## src/rtl/term_io_pkg.sv

```systemverilog
package term_io_pkg;
  localparam int WORD_W = 32;
  localparam int CHAR_W = 8;
  localparam int RDY_BIT = 0;
  localparam int IE_BIT = 1;
  localparam int NUM_REGS = 4;

  typedef enum logic [1:0] {
    RG_RX_CTRL = 2'd0,
    RG_RX_DATA = 2'd1,
    RG_TX_CTRL = 2'd2,
    RG_TX_DATA = 2'd3
  } term_reg_e;

  function automatic logic [WORD_W-1:0] pack_ctrl(input logic ie, input logic rdy);
    logic [WORD_W-1:0] w;
    w = '0;
    w[RDY_BIT] = rdy;
    w[IE_BIT] = ie;
    return w;
  endfunction

  function automatic logic [WORD_W-1:0] pack_char(input logic [CHAR_W-1:0] c);
    return {{(WORD_W-CHAR_W){1'b0}}, c};
  endfunction
endpackage

```

## src/rtl/term_bus_decode.sv

```systemverilog
module term_bus_decode
  import term_io_pkg::*;
#(
  parameter logic [WORD_W-1:0] BASE_ADDR = 32'hFFFF_0000
) (
  input  logic [WORD_W-1:0]   addr,
  input  logic                rd,
  input  logic                wr,
  input  logic                be0,
  output logic                hit,
  output term_reg_e           idx,
  output logic [NUM_REGS-1:0] rd_sel,
  output logic [NUM_REGS-1:0] wr_sel
);
  localparam int IDX_W = $clog2(NUM_REGS);
  localparam int LOW_W = IDX_W + 2;

  assign hit = (addr[WORD_W-1:LOW_W] == BASE_ADDR[WORD_W-1:LOW_W]) && (addr[1:0] == 2'b00);
  assign idx = term_reg_e'(addr[LOW_W-1:2]);

  for (genvar g = 0; g < NUM_REGS; g++) begin : g_sel
    assign rd_sel[g] = rd && hit && (idx == term_reg_e'(g));
    assign wr_sel[g] = wr && be0 && hit && (idx == term_reg_e'(g));
  end
endmodule

```

## src/rtl/term_rx_chan.sv

```systemverilog
module term_rx_chan
  import term_io_pkg::*;
(
  input  logic              clk,
  input  logic              rst_n,
  input  logic              kb_valid,
  input  logic [CHAR_W-1:0] kb_byte,
  input  logic              data_rd,
  input  logic              ie_wr,
  input  logic              ie_val,
  output logic              rdy,
  output logic              ie,
  output logic [CHAR_W-1:0] data,
  output logic              overrun,
  output logic              irq
);
  logic lost_char;
  assign lost_char = kb_valid && rdy && !data_rd;

  always_ff @(posedge clk or negedge rst_n) begin
    if (!rst_n) begin
      rdy <= 1'b0;
      ie <= 1'b0;
      data <= '0;
      overrun <= 1'b0;
    end else begin
      if (kb_valid) begin
        data <= kb_byte;
        rdy <= 1'b1;
      end else if (data_rd) begin
        rdy <= 1'b0;
      end
      if (lost_char) overrun <= 1'b1;
      if (ie_wr) ie <= ie_val;
    end
  end

  assign irq = ie && rdy;

  assert_rd_clears_R4: assert property (@(posedge clk) disable iff (!rst_n)
    data_rd && !kb_valid |=> !rdy);
  assert_arrival_sets_R3: assert property (@(posedge clk) disable iff (!rst_n)
    kb_valid |=> rdy && data == $past(kb_byte));
  assert_overrun_sticky_R5: assert property (@(posedge clk) disable iff (!rst_n)
    overrun |=> overrun);
  assert_overrun_cause_R5: assert property (@(posedge clk) disable iff (!rst_n)
    $rose(overrun) |-> $past(kb_valid) && $past(rdy));
endmodule

```

## src/rtl/term_tx_chan.sv

```systemverilog
module term_tx_chan
  import term_io_pkg::*;
(
  input  logic              clk,
  input  logic              rst_n,
  input  logic              data_wr,
  input  logic [CHAR_W-1:0] wr_byte,
  input  logic              ie_wr,
  input  logic              ie_val,
  input  logic              disp_busy,
  output logic              rdy,
  output logic              ie,
  output logic              disp_valid,
  output logic [CHAR_W-1:0] disp_byte,
  output logic              irq
);
  typedef enum logic {TX_IDLE = 1'b0, TX_PEND = 1'b1} tx_state_e;
  tx_state_e state;
  logic take, done;

  assign take = data_wr && (state == TX_IDLE);
  assign done = (state == TX_PEND) && !disp_busy;

  always_ff @(posedge clk or negedge rst_n) begin
    if (!rst_n) begin
      state <= TX_IDLE;
      disp_byte <= '0;
      ie <= 1'b0;
    end else begin
      if (take) begin
        state <= TX_PEND;
        disp_byte <= wr_byte;
      end else if (done) begin
        state <= TX_IDLE;
      end
      if (ie_wr) ie <= ie_val;
    end
  end

  assign rdy = (state == TX_IDLE);
  assign disp_valid = (state == TX_PEND);
  assign irq = ie && rdy;

  assert_send_R8: assert property (@(posedge clk) disable iff (!rst_n)
    data_wr && rdy |=> disp_valid && disp_byte == $past(wr_byte));
  assert_hold_R9: assert property (@(posedge clk) disable iff (!rst_n)
    disp_valid && disp_busy |=> disp_valid && $stable(disp_byte));
  assert_release_R9: assert property (@(posedge clk) disable iff (!rst_n)
    disp_valid && !disp_busy |=> rdy);
  assert_blocked_R10: assert property (@(posedge clk) disable iff (!rst_n)
    data_wr && !rdy |=> $stable(disp_byte));
endmodule

```

## src/rtl/term_io_ctrl.sv

```systemverilog
module term_io_ctrl
  import term_io_pkg::*;
#(
  parameter logic [31:0] BASE_ADDR = 32'hFFFF_0000
) (
  input  logic        clk,
  input  logic        rst_n,
  input  logic [31:0] bus_addr,
  input  logic        bus_rd,
  input  logic        bus_wr,
  input  logic [31:0] bus_wdata,
  input  logic [3:0]  bus_be,
  output logic [31:0] bus_rdata,
  input  logic        kb_valid,
  input  logic [7:0]  kb_byte,
  input  logic        disp_busy,
  output logic        disp_valid,
  output logic [7:0]  disp_byte,
  output logic        rx_irq,
  output logic        tx_irq,
  output logic        rx_overrun
);
  logic hit;
  term_reg_e idx;
  logic [NUM_REGS-1:0] rd_sel, wr_sel;
  logic rx_rdy, rx_ie, tx_rdy, tx_ie;
  logic [CHAR_W-1:0] rx_data;
  logic [WORD_W-1:0] rd_mux;
  logic unused_bits;

  assign unused_bits = ^{bus_be[3:1], bus_wdata[WORD_W-1:CHAR_W]};

  term_bus_decode #(.BASE_ADDR(BASE_ADDR)) u_dec (
    .addr(bus_addr), .rd(bus_rd), .wr(bus_wr), .be0(bus_be[0]),
    .hit(hit), .idx(idx), .rd_sel(rd_sel), .wr_sel(wr_sel)
  );

  term_rx_chan u_rx (
    .clk(clk), .rst_n(rst_n), .kb_valid(kb_valid), .kb_byte(kb_byte),
    .data_rd(rd_sel[RG_RX_DATA]), .ie_wr(wr_sel[RG_RX_CTRL]), .ie_val(bus_wdata[IE_BIT]),
    .rdy(rx_rdy), .ie(rx_ie), .data(rx_data), .overrun(rx_overrun), .irq(rx_irq)
  );

  term_tx_chan u_tx (
    .clk(clk), .rst_n(rst_n), .data_wr(wr_sel[RG_TX_DATA]), .wr_byte(bus_wdata[CHAR_W-1:0]),
    .ie_wr(wr_sel[RG_TX_CTRL]), .ie_val(bus_wdata[IE_BIT]), .disp_busy(disp_busy),
    .rdy(tx_rdy), .ie(tx_ie), .disp_valid(disp_valid), .disp_byte(disp_byte), .irq(tx_irq)
  );

  always_comb begin
    unique case (idx)
      RG_RX_CTRL: rd_mux = pack_ctrl(rx_ie, rx_rdy);
      RG_RX_DATA: rd_mux = pack_char(rx_data);
      RG_TX_CTRL: rd_mux = pack_ctrl(tx_ie, tx_rdy);
      default:    rd_mux = '0;
    endcase
  end

  always_ff @(posedge clk or negedge rst_n) begin
    if (!rst_n) bus_rdata <= '0;
    else if (bus_rd && hit) bus_rdata <= rd_mux;
    else bus_rdata <= '0;
  end

  assert_miss_quiet_R2: assert property (@(posedge clk) disable iff (!rst_n)
    !(bus_rd && hit) |=> bus_rdata == '0);
  assert_ctrl_fmt_R6: assert property (@(posedge clk) disable iff (!rst_n)
    bus_rd && hit && idx != RG_RX_DATA |=> bus_rdata[WORD_W-1:2] == '0);
  assert_data_fmt_R3: assert property (@(posedge clk) disable iff (!rst_n)
    rd_sel[RG_RX_DATA] |=> bus_rdata[WORD_W-1:CHAR_W] == '0);
  assert_irq_level_R11: assert property (@(posedge clk) disable iff (!rst_n)
    $rose(rx_irq) |-> rx_rdy);
endmodule

```

## config.mk

```make
export PLATFORM = sky130hd
export DESIGN_NAME = term_io_ctrl
export DESIGN_NICKNAME = d
export VERILOG_FILES = /design/src/rtl/term_io_pkg.sv /design/src/rtl/term_bus_decode.sv /design/src/rtl/term_rx_chan.sv /design/src/rtl/term_tx_chan.sv /design/src/rtl/term_io_ctrl.sv
export SDC_FILE = /design/constraint.sdc
export NUM_CORES = 1
export LEC_CHECK = 0
export BUFFER_PORTS_ARGS = -buffer_cell sky130_fd_sc_hd__buf_4
export CORE_MARGIN = 1.5
export CORE_UTILIZATION = 35
export DETAILED_ROUTE_END_ITERATION = 16
export PLACE_DENSITY = 0.76
export SYNTH_ARGS = -nofsm -noshare
export SYNTH_HDL_FRONTEND = slang
export SYNTH_HIERARCHICAL = 1
export SYNTH_SLANG_ARGS = --single-unit
```

## constraint.sdc

```tcl
create_clock -name clk -period 1.1 [get_ports clk]
set_input_delay 0.165 -clock clk [delete_from_list [all_inputs] [get_ports clk]]
set_output_delay 0.165 -clock clk [all_outputs]
set_load 0.1 [all_outputs]
```

Word level (Yosys, flattened, before mapping). Index checks and enable logic that the tools add are counted.

Shift operators: 0. Add/sub/neg operators: 0. Mux-type cells: 6. Bitwise gates (word level): 1. Eq/ne operators: 4. Reductions and logical operators: 20. Div/mod/pow operators: 0. $mul: 0. $lt $le $gt $ge: 0.

Operators with widths (number): $mux 32 (1); $eq 28x28->1 const B (1); $pmux 8 s3 (1); $logic_and 1x1->1 (14); $eq 2x2->1 const B (2); $logic_not 2->1 (2); $mux 1 (4); $reduce_bool 2->1 (2); $eq 2x1->1 const B (1); $logic_not 1->1 (2); $not 1->1 (1).

Memories kept: 0. Output and inout bits: 44. ROM bits: 0. Bits in registers: 53. Bits in latches: 0. Bits in writable memories: 0.

Longest topological paths before layout. Gate-level depths: netlist (run 1).

Word-level depth: 6. Depth in mapped cells: 7. Mapped depth without buffers: 5.

Hierarchy. Netlist (run 1), hierarchy kept.

By module, submodules not included: term_io_ctrl (area each 498.0 µm², times used 1, cells each 48, sequential area each 200.2 µm²); term_rx_chan (area each 445.4 µm², times used 1, cells each 25, sequential area each 275.3 µm²); term_tx_chan (area each 417.9 µm², times used 1, cells each 24, sequential area each 250.2 µm²); term_bus_decode (area each 187.7 µm², times used 1, cells each 29, sequential area each 0.0 µm²).

Worst setup path before layout (run 1). No wires, ideal clock.

Kind: input -> register. Start point: input port bus_addr[1]. End point: register u_tx.disp_byte[0]. Path buffers: 2. Library setup time: 0.126 ns. Required time: 0.974 ns. Arrival: 2.108 ns. Stages: 7. Slack: -1.135 ns. Path through: or4b_1 > or4_1 > buf_2 > nor3_1 > nor2b_1 > buf_6 > mux2_4.

Longest elaborated chain between the ends: 5.

RTL lines: from (decl) (line term_io_ctrl.sv:8) `input logic [31:0] bus_addr,`; $logic_not 2->1 (line term_bus_decode.sv:18) `assign hit = (addr[WORD_W-1:LOW_W] == BASE_ADDR[WORD_W-1:LOW_W]) && (addr[1:0] == 2'b00);`; $logic_and 1x1->1 (line term_bus_decode.sv:18); $logic_and 1x1->1 (2 in a row) (line term_bus_decode.sv:23) `assign wr_sel[g] = wr && be0 && hit && (idx == term_reg_e'(g));`; named net wr_sel[3] (line term_io_ctrl.sv:25) `logic [NUM_REGS-1:0] rd_sel, wr_sel;`; $logic_and 1x1->1 (line term_tx_chan.sv:21) `assign take = data_wr && (state == TX_IDLE);`; to (signal assigned) (line term_tx_chan.sv:32) `disp_byte <= wr_byte;`; to (decl) (line term_tx_chan.sv:14) `output logic [CHAR_W-1:0] disp_byte,`.

The timed path passes the listed nets, and every way through them passes these cells. A chain may end at the register's enable or synchronous reset.

Worst setup path after layout (run 1).
Start point: input port bus_addr[1]. End point: register u_tx.disp_byte[2].

The elaborated chain is that of the path after synthesis.

==> results of run 1 <==
stage by stage:
step                utilization [%]  instance area (sq um)  instances
floorplan                         -                   1620        145
global placement               52.3                   2140        254
detailed placement             52.3                   2140        254
CTS                            60.3                   2460        270
global route                   61.3                   2500        271
finish                         61.3                   2500        271
how the worst max path moves through the flow:
| stage | depth (start not counted) | slack, ns | to |
|---|---|---|---|
| 6_report | 8 | -0.74 | u_tx/disp_byte[2]$_DFFE_PN0P_ |
| 5_1_grt | 8 | -0.79 | u_tx/disp_byte[0]$_DFFE_PN0P_ |
| 4_1_cts | 8 | -0.75 | u_tx/disp_byte[2]$_DFFE_PN0P_ |
| 3_5_place_dp | 6 | -1.06 | u_rx/ie$_DFFE_PN0P_ |
| 3_3_place_gp | 7 | -1.01 | u_tx/disp_byte[7]$_DFFE_PN0P_ |
| 2_1_floorplan | 7 | -0.92 | u_tx/disp_byte[0]$_DFFE_PN0P_ |
cells in the final DEF (no fill, tap or decap), types with 2 or more instances in the layout:
cell type / count
and2_4: 6
nand3b_1: 2
buf_4: 78
buf_12: 4
nand2b_1: 2
nand4b_1: 2
o21ai_1: 2
nor3_4: 2
clkbuf_8: 6
mux2_4: 18
nand4_1: 4
mux2i_1: 2
dfrtp_1: 28
conb_1: 24
and3_1: 2
buf_6: 13
repair_timing:
item | in CTS | in global routing
setup endpoints to repair | 27 | 30
hold buffers | 1 | 0
endpoints found under the hold margin | 29 | 0
gates resized for setup | 32 | 11
cloned | 1 | 0
pin swaps | 4 | 2
buffers inserted | 6 | 1
sequential cells by signal, indices dropped and copies added, names as in the netlist:
| register | flops |
|---|---|
| bus_rdata | 8 |
| u_rx/data | 8 |
| u_rx/ie | 1 |
| u_rx/overrun | 1 |
| u_rx/rdy | 1 |
| u_tx/disp_byte | 8 |
| u_tx/disp_valid | 1 |
| u_tx/ie | 1 |
worst reg2reg max path, delay by kind of cell, from the launching register on:
family	cells	cell delay [ns]
DFF	1	0.50
muxes	1	0.30
buffers and inverters	2	0.23
and+or+nand+nor	1	0.12
power by group through the flow:
stage	combinational, mW	clock, mW	sequential [mW]
after floorplan	0.512	0	1.13
after global placement	0.634	0	1.13
after detailed placement	0.638	0	1.13
after CTS	0.649	1.15	1.11
after global routing	0.678	1.20	1.11
final	0.650	1.12	1.11
routing by layer:
layer  GRT usage, %  up-vias  wire (um)
li1               -      570          -
met4           6.97        0         61
met5              0        -          0
met1           16.6      565       1360
met3           5.12        6        289
met2           26.4       71       1880
cell type report:
class                      instances  area (sq um)  share of cell area, %
clock inverter                     1          30.0                   1.20
sequential                        29           729                   29.1
clock buffer                       7          86.3                   3.45
tap                               50          62.6                   2.50
timing repair buffer              97           850                   33.9
inverter                           2          7.51                  0.300
multi-input combinational         85           738                   29.5
==> reports/results.ini, run 1 <==
[power]
p_clk_share_pct=38.9
p_per_area_nw_per_um2=1150
switching_share_pct=29.4
sequentialPowerShare_pct=38.6
p_leak_nw=1.30
power_switching_mw=0.848
ir_worst_vdd_uv=659
power_mw=2.88
p_int_mw=2.04
combPwrFrac_pct=22.5

[sta]
fmax_mhz=543
finalHoldViolCount=0
fin_setup_tns_ns=-14.79
finalCriticalPeriod_ns=1.84
fin_skew_ns=0.00336
rsz0062_at_grt=true
worst_slack_ns=-0.741
finalHoldWorstSlack_ns=0.0964
finalCritPeriodShare_pct=167
drv_slew=0
setup_viol=24

[drt]
drt_iter0_markers=59
dr.pass1.iters=4
ant_nets=0
route.vias.total=1212
wl_um=3590
drc=0
routedWlPerCell_um=13.3
routed_via_density=4.47

[final_layout]
fillers=355
drive_gt1_share_pct=63.8
fin_nets=302
syn_to_final_growth_pct=63.9
num_antenna_cells=0

[critical_path]
ff2ff_setup_slack_ns=-0.17
crit_arrival_ns=2.00
cp.required_ns=1.25
worstSetupPathType=input port to register
critPathMaxStageDelay_ns=0.50
cp_top_family=simple AND/OR/NAND/NOR gates
reg2reg_from=u_tx/disp_valid$_DFFE_PN0P_
r2r_end=u_tx/disp_byte[2]$_DFFE_PN0P_
start_kind=input port
crit_path_max_fanout=5
path_cells=buf_6, or4b_1, or4_4, nor3_2, nor2b_4, buf_4, buf_12, mux2_4
reg2reg_depth=4
slowest_stage=or4b_1
end_kind=register
startpoint=bus_addr[1]
path_buf_inv=3

[outcome]
status=finished, violations left
violations=negative setup slack

[hold_path]
holdPathEnd=u_tx/disp_valid$_DFFE_PN0P_
hp-class=input port to register
min_path_cells=2
hp-start=disp_busy

[place]
dp_worst_setup_slack_ns=-1.06
numPortBuffers=74
dpl.hpwl_um=2530
gp_congestion=0.734

[floorplanning]
die_x_um=69.1
rows=23
die_y_um=69.1
initial_core_util_pct=37.4
dieArea_sq_um=4770
io_pins=126
coreArea_sq_um=4090

[global_route]
grt_pass1_vias=1277
grt_use_total_pct=15.2
grt_pass1_wl_um=5670
antenna_found_initial=0
grt_max_degree=30
grt.overflow.total=0

[clocking]
htree_levels=2
clk_pin_slew_ns=0.06
clk_path_buf_depth=2
cts_root_buf=clkbuf_8
clk_latency_ns=0.27
cts_sinks=29
cts_tree=done
cts_buffers=5

[logic_synthesis]
syn_avg_cell_area_sq_um=12.5
syn_inst=122
yosysWarnings=6
netlist_area_sq_um=1530

[flow_run]
maxCapViolCount=0

No activity file was read; power rests on OpenSTA's default activity.
==> run 2, diff against run 1 <==
Settings changed: RECOVER_POWER from default to 25.
==> reports/results.ini, run 2 (synthesis gave the netlist of run 1 again) <==
[global_route]
antenna_found_initial=0  ; unchanged
use_met1_pct=16.6  ; unchanged
grt_pass1_vias=1277  ; unchanged
grt_pass1_wl_um=5670  ; unchanged
grt_max_degree=30  ; unchanged
grt_use_met3_pct=5.12  ; unchanged
grt_use_met2_pct=26.4  ; unchanged
top_usage_layer=met2
grt.overflow.total=0  ; unchanged
grt_use_total_pct=15.2  ; unchanged

[power]
power_mw=2.88  ; about the same
p_leak_nw=1.30  ; about the same
p_per_area_nw_per_um2=1150  ; about the same
ir_worst_vdd_uv=659  ; about the same

[clocking]
cts_sinks=29  ; unchanged
cts_tree=done
clk_path_buf_depth=2  ; unchanged
htree_levels=2  ; unchanged
clk_pin_slew_ns=0.06  ; about the same
cts_root_buf=clkbuf_8
cts_buffers=5  ; unchanged
clk_latency_ns=0.27  ; about the same

[critical_path]
worstSetupPathType=input port to register
crit_path_max_fanout=5  ; unchanged
cp.required_ns=1.25  ; about the same
end_kind=register
start_kind=input port
crit_arrival_ns=2.00  ; about the same
ff2ff_setup_slack_ns=-0.17  ; about the same

[sta]
finalCriticalPeriod_ns=1.84  ; unchanged
worst_slack_ns=-0.741  ; unchanged
finalCritPeriodShare_pct=167  ; unchanged
rsz0062_at_grt=true
relSlewSlack_pct=53.7
finalHoldWorstSlack_ns=0.0964  ; unchanged
tightest_slew_ns=0.695
drv_slew=0  ; unchanged
fin_skew_ns=0.00336  ; unchanged
fmax_mhz=543  ; unchanged
fin_setup_tns_ns=-14.79  ; +0.000300 ns
finalHoldViolCount=0  ; unchanged
setup_viol=24  ; unchanged

[floorplanning]
coreArea_sq_um=4090  ; unchanged
rows=23  ; unchanged
initial_core_util_pct=37.4  ; unchanged
io_pins=126  ; unchanged
die_y_um=69.1  ; unchanged
dieArea_sq_um=4770  ; unchanged
die_x_um=69.1  ; unchanged

[drt]
drc=0  ; unchanged
route.vias.total=1212  ; unchanged
dr.pass1.iters=4  ; unchanged
routed_via_density=4.47  ; unchanged
drt_iter0_markers=59  ; unchanged
ant_nets=0  ; unchanged
wl_um=3590  ; about the same
routedWlPerCell_um=13.3  ; about the same

[place]
dpl.hpwl_um=2530  ; unchanged
numPortBuffers=74  ; unchanged
gp_congestion=0.734  ; unchanged
placed_cell_area_sq_um=2140  ; unchanged
dp_worst_setup_slack_ns=-1.06  ; unchanged

[final_layout]
final_area_sq_um=2500  ; about the same
multiInputGateArea_sq_um=738  ; unchanged
fillers=355  ; unchanged
fin_nets=302  ; unchanged
mostFrequentLayoutCells=buf_4, dfrtp_1, conb_1
num_antenna_cells=0  ; unchanged
layout_commonest_cell=buf_4
regArea_sq_um=729  ; unchanged
syn_to_final_growth_pct=63.7  ; about the same
reg_top3=bus_rdata x8, u_rx/data x8, u_tx/disp_byte x8
drive_gt1_share_pct=63.8  ; unchanged

[outcome]
status=finished, violations left
violations=negative setup slack

[flow_run]
maxCapViolCount=0  ; unchanged

[hold_path]
hp-class=input port to register

run 2: cell types whose count changed in the layout (fill, tap and decap cells not counted):
cell      previous run  this run
buf_4               78        77
clkbuf_2             0         1
run 2: timing repair:
action / CTS / global route
setup buffers: 6 / 1
endpoints found under the setup margin: 27 / 30
gates cloned: 1 / 0
hold endpoints to repair: 29 / 0
hold buffers: 1 / 0
resized for setup: 32 / 11
pin swaps: 4 / 2
run 2: worst paths after layout:
kind / start / endpoint / cells after the start
min in group asynchronous: rst_n / u_rx/data[4]$_DFFE_PN0P_ / 2
max in group asynchronous: rst_n / u_tx/disp_valid$_DFFE_PN0P_ / 2
worst max-delay path: bus_addr[1] / u_tx/disp_byte[2]$_DFFE_PN0P_ / 8
worst min register to register: u_rx/overrun$_DFFE_PN0P_ / u_rx/overrun$_DFFE_PN0P_ / 1
worst max register to register: u_tx/disp_valid$_DFFE_PN0P_ / u_tx/disp_byte[2]$_DFFE_PN0P_ / 4
worst min-delay path: disp_busy / u_tx/disp_valid$_DFFE_PN0P_ / 2
run 2: metrics by stage:
step,util [%],cells
2_1_floorplan,-,145
3_3_place_gp,52.3,254
3_5_place_dp,52.3,254
4_1_cts,60.3,270
5_1_grt,61.2,271
6_report,61.2,271
run 2: layer usage:
metal	part of all wire (%)	wire, um
met5	0	0
met4	1.7	61
met3	8.0	289
met2	52	1880
met1	38	1360
run 2: worst max-delay path, stage by stage:
cell,delay [ns]
buf_6,0.09
or4b_1,0.50
or4_4,0.43
nor3_2,0.12
nor2b_4,0.16
buf_4,0.12
buf_12,0.11
mux2_4,0.30
run 2: area by class of cell:
cell class	instances	share of cell area [%]
timing repair buffer	97	33.9
multi-input combinational	85	29.5
sequential	29	29.2
clock buffer	7	3.45
tap	50	2.50
clock inverter	1	1.20
inverter	2	0.300
run 2: power breakdown:
group / internal (mW) / switching, mW
clock network: 0.737 / 0.384
registers: 1.10 / 0.0159
logic: 0.200 / 0.448
total: 2.03 / 0.848
==> run 3, diff against run 2 <==
Settings changed: CAP_MARGIN from default to 20, CORE_UTILIZATION 35 to 25, PLACE_DENSITY 0.76 to default, REMOVE_ABC_BUFFERS from default to 1.
==> reports/results.ini, run 3 (synthesis gave the netlist of run 1 again) <==
[global_route]
grt_use_total_pct=10.8  ; -4.4 points
grt.overflow.total=0  ; unchanged
grt_use_met2_pct=17.8  ; -8.6 points
grt_max_degree=30  ; unchanged
antenna_found_initial=0  ; unchanged
grt_pass1_vias=1166  ; -8.7%
use_met1_pct=13.2  ; -3.4 points
grt_pass1_wl_um=5330  ; -6.0%
grt_use_met3_pct=3.15  ; -2.0 points
top_usage_layer=met2

[sta]
finalHoldViolCount=0  ; unchanged
fin_setup_tns_ns=-13.11  ; +1.67 ns
fmax_mhz=557  ; +2.5%
relSlewSlack_pct=51.4  ; -2.3 points
finalCritPeriodShare_pct=163  ; -4.1 points
drv_slew=0  ; unchanged
fin_skew_ns=0.00397  ; +0.000612 ns
worst_slack_ns=-0.695  ; +0.0454 ns
tightest_slew_ns=0.729  ; +0.0346 ns
setup_viol=24  ; unchanged
finalCriticalPeriod_ns=1.80  ; -0.0454 ns
rsz0062_at_grt=true

[critical_path]
start_kind=input port
crit_path_max_fanout=5  ; unchanged
end_kind=register
path_cells=buf_6, or4b_1, or4_4, nor3_2, nor2b_4, buf_6, mux2_4
worstSetupPathType=input port to register
cp.required_ns=1.26  ; about the same
slowest_stage=or4b_1
path_common_cell=buf_6
crit_arrival_ns=1.95  ; -0.05 ns
critPathMaxStageDelay_ns=0.50  ; about the same

[floorplanning]
die_x_um=81.2  ; +18%
coreArea_sq_um=5920  ; +45%
io_pins=126  ; unchanged
die_y_um=81.2  ; +18%
rows=28  ; +22%
initial_core_util_pct=25.8  ; -12 points
dieArea_sq_um=6590  ; +38%

[power]
p_per_area_nw_per_um2=1050  ; -8.6%
sequentialPowerShare_pct=43.0  ; +4.4 points
p_leak_nw=1.25  ; -3.4%
p_clk_share_pct=31.7  ; -7.2 points
switching_share_pct=32.6  ; +3.2 points
ir_worst_vdd_uv=522  ; -21%
combPwrFrac_pct=25.4  ; +2.9 points
p_int_mw=1.74  ; -14%
power_switching_mw=0.844  ; -0.45%

[outcome]
status=finished, violations left
violations=negative setup slack

[clocking]
cts_buffers=5  ; unchanged
clk_latency_ns=0.27  ; about the same
cts_tree=done
cts_sinks=29  ; unchanged
cts_root_buf=clkbuf_8
htree_levels=2  ; unchanged
clk_pin_slew_ns=0.06  ; about the same
clk_path_buf_depth=2  ; unchanged

[place]
dp_worst_setup_slack_ns=-1.23  ; -0.171 ns
numPortBuffers=74  ; unchanged
gp_congestion=0.666  ; -9.2%
dpl.hpwl_um=2530  ; -0.20%

[drt]
ant_nets=0  ; unchanged
route.vias.total=1217  ; +0.41%
wl_um=3400  ; -5.4%
routed_via_density=4.11  ; -8.1%
drc=0  ; unchanged
drt_iter0_markers=19  ; -68%
dr.pass1.iters=2  ; -2
routedWlPerCell_um=11.5  ; -13%

[final_layout]
multiInputGateArea_sq_um=716  ; -3.1%
syn_to_final_growth_pct=60.8
layout_commonest_cell=buf_4
regArea_sq_um=726  ; -0.51%
num_antenna_cells=0  ; unchanged
drive_gt1_share_pct=62.9  ; -0.90 points
fillers=563  ; +59%
mostFrequentLayoutCells=buf_4, dfrtp_1, conb_1
fin_nets=302  ; unchanged
reg_top3=bus_rdata x8, u_rx/data x8, u_tx/disp_byte x8

[flow_run]
maxCapViolCount=0  ; unchanged

[hold_path]
hp-class=input port to register

==> run 3: changes by cell type in the layout (fill, tap and decap cells not counted), sizes merged <==
| cell | previous run | this run |
|---|---|---|
| clkinv | 0 | 2 |
| bufinv | 1 | 0 |
| clkbuf | 8 | 7 |
==> run 3: critical path: cells and delay by family <==
kind,cells,cell delay [ns]
buf+inv,2,0.24
mux,1,0.30
simple gates,4,1.25
==> run 3: repair_timing <==
item | in CTS | in global routing
endpoints found under the hold margin | 29 | 0
buffers inserted | 4 | 0
endpoints found under the setup margin | 28 | 28
pin swaps | 6 | 1
hold buffers | 1 | 0
resized for setup | 30 | 8
gates cloned | 1 | 0
==> run 3: area by class of cell <==
cell class                 instances  area share, %
inverter                           2          0.306
sequential                        29           29.5
multi-input combinational         85           29.1
clock inverter                     2          0.408
tap                               75           3.82
clock buffer                       6           2.95
timing repair buffer              97           33.8
==> run 3: per-layer routing <==
layer  part of all wire [%]  vias up  routed length (um)
met3                     10        5                 342
li1                       -      573                   -
met5                      0        -                   0
met4                    1.4        0                  49
met2                     49       69                1660
met1                     40      570                1340
==> run 3: power groups by stage <==
stage / combinational, mW / clock [mW] / sequential [mW]
finish: 0.656 / 0.819 / 1.11
global route: 0.691 / 0.909 / 1.11
CTS: 0.659 / 0.854 / 1.11
detailed placement: 0.651 / 0 / 1.13
global placement: 0.648 / 0 / 1.13
floorplan: 0.427 / 0 / 1.13
==> run 3: path summary, 6_finish.rpt <==
check | startpoint | endpoint | slack (ns) | depth (start not counted)
max in group asynchronous | rst_n | bus_rdata[7]$_DFF_PN0_ | 0.15 | 2
worst max-delay path | bus_addr[7] | u_tx/disp_byte[7]$_DFFE_PN0P_ | -0.70 | 7
worst min register to register | u_rx/overrun$_DFFE_PN0P_ | u_rx/overrun$_DFFE_PN0P_ | 0.47 | 1
worst max register to register | u_tx/disp_valid$_DFFE_PN0P_ | u_tx/disp_byte[7]$_DFFE_PN0P_ | -0.15 | 4
min in group asynchronous | rst_n | u_tx/disp_byte[5]$_DFFE_PN0P_ | 0.48 | 2
worst min-delay path | disp_busy | u_tx/disp_valid$_DFFE_PN0P_ | 0.1 | 2
==> run 3: metrics by stage <==
step | power (mW) | util, % | instances | cell area (sq um) | hold slack (ns)
global route | 2.71 | 41.5 | 296 | 2460 | 0.0999
global placement | 1.78 | 36.8 | 282 | 2180 | 0.109
detailed placement | 1.78 | 36.8 | 282 | 2180 | 0.115
finish | 2.59 | 41.5 | 296 | 2460 | 0.0998
floorplan | 1.55 | - | 116 | 1390 | -0.131
CTS | 2.62 | 41.0 | 296 | 2420 | 0.0931
